**src/rtl/stp_pkg.sv**
```systemverilog
package stp_pkg;
  localparam int unsigned DRV_W = 4;
  localparam int unsigned IDX_W = 3;

  typedef enum logic [1:0] {
    EXC_ONE  = 2'b00,
    EXC_TWO  = 2'b01,
    EXC_HALF = 2'b10,
    EXC_TWO2 = 2'b11
  } exc_e;

  // Bring an index onto a legal position of the given style.
  function automatic logic [IDX_W-1:0] remap_idx(input logic [IDX_W-1:0] idx,
                                                 input logic [1:0] exc);
    logic [IDX_W-1:0] r;
    case (exc)
      EXC_ONE:  r = idx[0] ? idx : idx - IDX_W'(1);
      EXC_HALF: r = idx;
      default:  r = {idx[IDX_W-1:1], 1'b0};
    endcase
    return r;
  endfunction

  function automatic logic [IDX_W-1:0] step_size(input logic [1:0] exc);
    return (exc == EXC_HALF) ? IDX_W'(1) : IDX_W'(2);
  endfunction

  // Half-step position to {A+, A-, B+, B-}.
  function automatic logic [DRV_W-1:0] pos_lut(input logic [IDX_W-1:0] idx);
    logic [DRV_W-1:0] d;
    case (idx)
      3'd0: d = 4'b1010;
      3'd1: d = 4'b0010;
      3'd2: d = 4'b0110;
      3'd3: d = 4'b0100;
      3'd4: d = 4'b0101;
      3'd5: d = 4'b0001;
      3'd6: d = 4'b1001;
      default: d = 4'b1000;
    endcase
    return d;
  endfunction
endpackage

```
**src/rtl/stp_rst_sync.sv**
```systemverilog
module stp_rst_sync #(
  parameter int unsigned STAGES = 2
) (
  input  logic clk_i,
  input  logic rst_ni,
  output logic rst_no
);
  logic [STAGES-1:0] chain_q;

  always_ff @(posedge clk_i or negedge rst_ni) begin
    if (!rst_ni) chain_q <= '0;
    else         chain_q <= {chain_q[STAGES-2:0], 1'b1};
  end

  assign rst_no = chain_q[STAGES-1];
endmodule

```
**src/rtl/stp_edge_det.sv**
```systemverilog
module stp_edge_det #(
  parameter int unsigned SYNC_STAGES = 2
) (
  input  logic clk_i,
  input  logic rst_ni,
  input  logic sig_i,
  output logic rise_o
);
  localparam int unsigned CHAIN_W = SYNC_STAGES + 1;

  logic [CHAIN_W-1:0] chain_q;
  logic [CHAIN_W-1:0] chain_d;

  always_comb begin
    chain_d = {chain_q[CHAIN_W-2:0], sig_i};
  end

  always_ff @(posedge clk_i or negedge rst_ni) begin
    if (!rst_ni) chain_q <= '0;
    else         chain_q <= chain_d;
  end

  assign rise_o = chain_q[CHAIN_W-2] & ~chain_q[CHAIN_W-1];
endmodule

```
**src/rtl/stp_index_core.sv**
```systemverilog
module stp_index_core
  import stp_pkg::*;
(
  input  logic             clk_i,
  input  logic             rst_ni,
  input  logic             pwr_down_i,
  input  logic             mode_i,
  input  logic             reg_wr_i,
  input  logic             step_pulse_i,
  input  logic             dir_i,
  input  logic [1:0]       exc_i,
  output logic [IDX_W-1:0] idx_o,
  output logic [1:0]       exc_q_o,
  output logic             mode_o,
  output logic             en_o
);
  logic [IDX_W-1:0] idx_q, idx_d, idx_base;
  logic [1:0]       exc_q, exc_d;
  logic             mode_q, mode_d;
  logic             en_q, en_d;
  logic [IDX_W-1:0] delta;

  always_comb begin
    exc_d    = exc_i;
    idx_base = (exc_i != exc_q) ? remap_idx(idx_q, exc_i) : idx_q;
    delta    = step_size(exc_i);
    idx_d    = idx_base;
    mode_d   = mode_q;
    en_d     = en_q;
    if (pwr_down_i) begin
      idx_d  = remap_idx('0, exc_i);
      mode_d = mode_i;
      en_d   = 1'b0;
    end else begin
      if (step_pulse_i) idx_d = dir_i ? idx_base - delta : idx_base + delta;
      if (step_pulse_i || reg_wr_i) en_d = 1'b1;
    end
  end

  always_ff @(posedge clk_i or negedge rst_ni) begin
    if (!rst_ni) begin
      idx_q  <= '0;
      exc_q  <= EXC_TWO;
      mode_q <= 1'b0;
      en_q   <= 1'b0;
    end else begin
      idx_q  <= idx_d;
      exc_q  <= exc_d;
      mode_q <= mode_d;
      en_q   <= en_d;
    end
  end

  assign idx_o   = idx_q;
  assign exc_q_o = exc_q;
  assign mode_o  = mode_q;
  assign en_o    = en_q;
endmodule

```
**src/rtl/stepper_phase_seq.sv**
```systemverilog
module stepper_phase_seq
  import stp_pkg::*;
#(
  parameter int unsigned RST_STAGES  = 2,
  parameter int unsigned SYNC_STAGES = 2
) (
  input  logic             clk_i,
  input  logic             rst_ni,
  input  logic             pwr_down_i,
  input  logic             mode_i,
  input  logic             reg_wr_i,
  input  logic [DRV_W-1:0] phase_reg_i,
  input  logic             step_clk_i,
  input  logic             ctrl_dir_i,
  input  logic [1:0]       ctrl_exc_i,
  output logic [DRV_W-1:0] drv_o
);
  logic             rst_n;
  logic             step_pulse;
  logic [IDX_W-1:0] idx;
  logic [1:0]       exc_q;
  logic             mode_q;
  logic             en_q;

  stp_rst_sync #(.STAGES(RST_STAGES)) u_rst (
    .clk_i (clk_i),
    .rst_ni(rst_ni),
    .rst_no(rst_n)
  );

  stp_edge_det #(.SYNC_STAGES(SYNC_STAGES)) u_edge (
    .clk_i (clk_i),
    .rst_ni(rst_n),
    .sig_i (step_clk_i),
    .rise_o(step_pulse)
  );

  stp_index_core u_core (
    .clk_i       (clk_i),
    .rst_ni      (rst_n),
    .pwr_down_i  (pwr_down_i),
    .mode_i      (mode_i),
    .reg_wr_i    (reg_wr_i),
    .step_pulse_i(step_pulse),
    .dir_i       (ctrl_dir_i),
    .exc_i       (ctrl_exc_i),
    .idx_o       (idx),
    .exc_q_o     (exc_q),
    .mode_o      (mode_q),
    .en_o        (en_q)
  );

  always_comb begin
    if (pwr_down_i || !en_q || !rst_n) drv_o = '0;
    else if (mode_q)                   drv_o = pos_lut(idx);
    else                               drv_o = phase_reg_i;
  end
endmodule

```
**config.mk**
```make
export PLATFORM = sky130hd
export DESIGN_NAME = stepper_phase_seq
export DESIGN_NICKNAME = d
export VERILOG_FILES = /design/src/rtl/stp_pkg.sv /design/src/rtl/stp_rst_sync.sv /design/src/rtl/stp_edge_det.sv /design/src/rtl/stp_index_core.sv /design/src/rtl/stepper_phase_seq.sv
export SDC_FILE = /design/constraint.sdc
export NUM_CORES = 1
export LEC_CHECK = 0
export CORE_MARGIN = 1.5
export CORE_UTILIZATION = 52
export DETAILED_ROUTE_END_ITERATION = 8
export PLACE_DENSITY = 0.92
export SLEW_MARGIN = 20
export SYNTH_ARGS = -nofsm -noshare
export SYNTH_HDL_FRONTEND = slang
export SYNTH_SLANG_ARGS = --single-unit
```
**constraint.sdc**
```tcl
create_clock -name clk_i -period 3.5 [get_ports clk_i]
set_input_delay 0.525 -clock clk_i [delete_from_list [all_inputs] [get_ports clk_i]]
set_output_delay 0.525 -clock clk_i [all_outputs]
set_load 0.03 [all_outputs]
```
Word level (Yosys, flattened, before mapping) --
Cells that the tools add are included. Widths: inputs -> output; s select.
Operators by class: $add $sub $neg 3, $mul 0, divide/modulo/power cells 0, magnitude comparators 0, eq/ne operators 8, shift-type cells 0, mux-type cells 13, bitwise operators 2, reductions and logical operators 8
Operator list (number):
- $pmux 4 s7 | 1
- $mux 3 | 6
- $eq 3x3->1 const B | 3
- $mux 4 | 2
- $eq 3x2->1 const B | 2
- $pmux 3 s2 | 1
- $add 3x3->3 | 1
- $eq 3x1->1 const B | 1
- $logic_not 3->1 | 1
- $logic_or 1x1->1 | 3
- $sub 3x1->3 const B | 1
- $sub 3x3->3 | 1
- $eq 2x2->1 const B | 1
- $logic_not 1->1 | 2
- $logic_not 2->1 | 1
- $mux 1 | 2
- $mux 2 | 1
- $ne 2x2->1 | 1
- $reduce_bool 2->1 | 1
- $and 1x1->1 | 1
- $not 1->1 | 1
Storage, ports and cells: register bits 12, bits in latches 0, memory bits (writable) 0, bits in read-only memories 0, input port bits 13, output and inout port bits 4, word-level logic and storage cells 40, memories 0

Depth between registers and ports, before layout --
depth in word-level cells 8, depth in mapped cells 10, depth with buffers taken out 10

Cells and area by module --
Synthesis repeated with hierarchy kept, for this count alone.
Second synthesis, totals: cells, all modules 69, area, all modules 704.4 µm²
Modules (own cells, without submodules):
- stp_index_core | instances 1, cells each 45, area each 454.2 µm², sequential area each 176.4 µm²
- stepper_phase_seq | instances 1, cells each 17, area each 107.6 µm², sequential area each 0.0 µm²
- stp_edge_det | instances 1, cells each 4, area each 88.8 µm², sequential area each 75.1 µm²
- stp_rst_sync | instances 1, cells each 3, area each 53.8 µm², sequential area each 50.0 µm²

Worst setup path after synthesis --
No wires, ideal clock.
path type register to output, start register u_core.idx_q[0], in the netlist u_core.idx_o[0], end output drv_o[3], data arrival time 1.858 ns, required time 2.975 ns, setup slack 1.117 ns, cell stages (with the launch flop) 8, path buffers 0, cell sequence dfrtp_1 -> inv_1 -> ha_1 -> ha_1 -> nand2b_1 -> a21oi_1 -> o21ai_0 -> nor3b_1
Between the ends: longest elaborated chain between the ends 4, elaborated cells between the ends (all ways) 10, classes of those cells 6 x eq/ne; 3 x mux; 1 x reduce/logical
Ends and longest elaborated chain:
- start, declared | RTL line stp_index_core.sv:17 | logic [IDX_W-1:0] idx_q, idx_d, idx_base;
- start signal, assigned | RTL line stp_index_core.sv:47 | idx_q <= idx_d;
- $eq 3x3->1, or another cell as far along | RTL line stp_pkg.sv:31 | case (idx)
- $pmux 4 s7 * | RTL line stp_pkg.sv:31
- $mux 4 * | RTL line stepper_phase_seq.sv:55 | else if (mode_q) drv_o = pos_lut(idx);
- $mux 4 * | RTL line stepper_phase_seq.sv:54 | if (pwr_down_i || !en_q || !rst_n) drv_o = '0;
- end, declared | RTL line stepper_phase_seq.sv:16 | output logic [DRV_W-1:0] drv_o
Every way passes the cells marked *; elsewhere a longest branch is shown, timed or not.

Worst setup path in the final report --
start register u_core.idx_q[0], in the netlist u_core.idx_o[0], end output drv_o[0]
The elaborated chain is that of the path after synthesis.

==> summary.txt <==
Die X - 42.2 um
Fin. Hold Viols - 0
Startpoint Class - flop
post-synth top area share - 0.344
vias per cell - 5.73
post-synthesis average cell area - 9.19 um^2
Synth cell types - 34
DPL Wire Length - 1320 um
WHS - 0.182 ns
HP Class - reg2async
Worst-path clk slew - 0.07 ns
I/O Buffers - 16
instance area at placement - 970 um^2
Place WS - 0.442 ns
RSZ-0062 raised after global routing - false
Core ar. - 0.00137 mm^2
io pins - 17
Reg area - 302 um^2
multi-input logic area - 467 um^2
Peak VDD IR - 0.000260 V
H-tree Lvls - 1
worst-path cell with the longest stage delay - clkdlybuf4s50_1
total gr overflow - 0
setup ws final - 0.447 ns
TritonCTS clock tree - done
most used cell, CP - ha_1
#FFs+latches synth - 12
via count - 687
drt pass-1 iters - 4
final number of setup-violating endpoints - 0
GPL Wtd Cong - 0.878
Synth Net Count - 108
share of layout cells above drive strength 1 - 0.0952
setup TNS - 0 ns
drt initial violations - 7
# fillers - 110
DIE HEIGHT - 42.2 um
post-synthesis cell count - 87
die area - 0.00178 mm^2
YS warnings - 0
Fmax - 0.328 GHz
Yosys top cell by area - dfrtp_1
Worst EP required - 2.97 ns
Area contributors post-synth - dfrtp_1 (34%), ha_1 (11%), nor2_1 (7.0%), mux2i_1 (3.8%), o21ai_0 (3.8%)
vias in the first global route - 708
final net count - 127
synthesized area - 800 um^2
final WL - 1650 um
worst skew pair latency - 0.27 ns
Max Slew Vio Count - 0
power per standard cell area - 397 mW/mm^2
clk buf depth - 2
initial antenna violation count - 0
Final period util - 0.872
Ant. Diodes - 0
DRC Markers - 0
hold buffer count at cts - 0
Num CTS Buffers - 3
Row Count - 13
Routed Antenna Nets - 0
largest net degree at the start of global routing - 12
crit path time final - 3.05 ns
P_leak - 0.434 nW
CP arrival - 2.53 ns
clk_skew - 0.00229 ns
Max stage delay on crit path - 0.67 ns
root buf cell - clkbuf_4
Worst Setup Path Type - reg2out
global-route wire length before repair - 2900 um
postcts setup bufs - 0
maxcap violations - 0
CTS Sinks - 12
CP Cell Sequence - inv_1 -> ha_1 -> ha_1 -> nor3_1 -> a221oi_1 -> a21oi_1 -> nor2_1 -> clkdlybuf4s50_1
Finished Cell Area - 0.00101 mm^2
crit path max fanout - 5
CP endpoint kind - output port
register area share after synthesis - 0.377
Initial Util - 0.585
GRT Util Overall - 0.218
per-cell routed wire length - 13.8 um
post-CTS sizing - 0
Area Growth Syn to Fin - 25.8%
outcome - complete, no violations
## synth_stat cells (all sizes together)
master	count
nor2	15
dfrtp	11
o21ai	8
ha	7
inv	6
nand2	4
a21oi	3
mux2i	3
nor2b	3
nor3	3
a221oi	2
nand2b	2
o31ai	2
xnor2	2
a211oi	1
a21o	1
and2	1
and2b	1
buf	1
clkbuf	1
conb	1
dfstp	1
fa	1
nand3	1
nand3b	1
nor3b	1
o221ai	1
o311a	1
o31a	1
or2	1
## power by group
part	switching, mW	internal, mW	total (mW)
sequential	0.0174	0.151	0.168
combinational	0.0623	0.0616	0.124
clock	0.0445	0.0632	0.108
## placed cells by master (no fill, tap or decap), drive strengths merged, types with 2 or more instances in the layout
cell type and n:
a21oi 3, a221oi 2, clkbuf 4, clkdlybuf4s50 16
dfrtp 11, ha 7, inv 6, mux2i 3
nand2 4, nand2b 2, nor2 15, nor2b 3
nor3 3, o21ai 8, o31ai 2, xnor2 2
## cell families (layout without fill, tap and decap cells)
logic type	after synthesis	count (layout)	share of synthesized area
and+or+nand+nor	33	33	0.207
AOI/OAI and AO/OA	20	20	0.178
DFF	12	12	0.377
adders and majority gates	8	8	0.135
buffers and inverters	8	26	0.0391
muxes	3	3	0.0376
xor gates and xnor gates	2	2	0.0219
other	1	1	0.00469
## state kept, by name (all words and copies together) (netlist names)
register	cells
u_core.exc_q_o	2
u_core.mode_o	1
u_edge.chain_q	3
u_core.idx_o	3
u_core.en_o	1
u_rst.chain_q	2
## critical path, delay by kind of cell, from the launching register on
| family | cells | cell delay [ns] |
|---|---|---|
| AND/OR/NAND/NOR | 2 | 0.16 |
| AO/OA/AOI/OAI | 2 | 0.39 |
| flip-flops | 1 | 0.42 |
| adder cells (fa/ha/maj) | 2 | 0.44 |
| buffers and inverters | 2 | 0.85 |
## per-layer routing
layer	GRT usage	vias up	wire length, um	part of all wire
met5	0	-	0	0
met4	0.144	0	58	0.035
met3	0.0259	8	104	0.063
met2	0.409	27	894	0.54
met1	0.219	317	593	0.36
li1	-	335	-	-
## through the flow
step,power (mW),util,std cells
2_1_floorplan,0.256,-,87
3_3_place_gp,0.287,0.710,116
3_5_place_dp,0.294,0.710,116
4_1_cts,0.404,0.736,120
5_1_grt,0.428,0.736,120
6_report,0.400,0.736,120
## worst paths after layout
path / start / end / slack [ns] / cells past startpoint
setup / recovery: u_core.idx_o[0] / drv_o[0] / 0.45 / 8
min in group clk_i: u_edge.chain_q[0] / u_edge.chain_q[1] / 0.36 / 0
hold / removal: u_rst.chain_q[1] / u_edge.chain_q[0] / 0.18 / 0
max in group asynchronous: rst_ni / u_rst.chain_q[0] / 2.97 / 1
hold reg to reg: u_rst.chain_q[1] / u_edge.chain_q[0] / 0.18 / 0
setup reg to reg: u_core.idx_o[0] / u_core.idx_o[2] / 1.04 / 10
## final cells by class
class,instances,area share
Clock buffer,4,0.0361
Inverter,6,0.0224
Multi-Input combinational cell,67,0.464
Sequential cell,12,0.300
Tap cell,15,0.0187
Timing Repair Buffer,16,0.159
No activity file was read; power rests on OpenSTA's default activity.
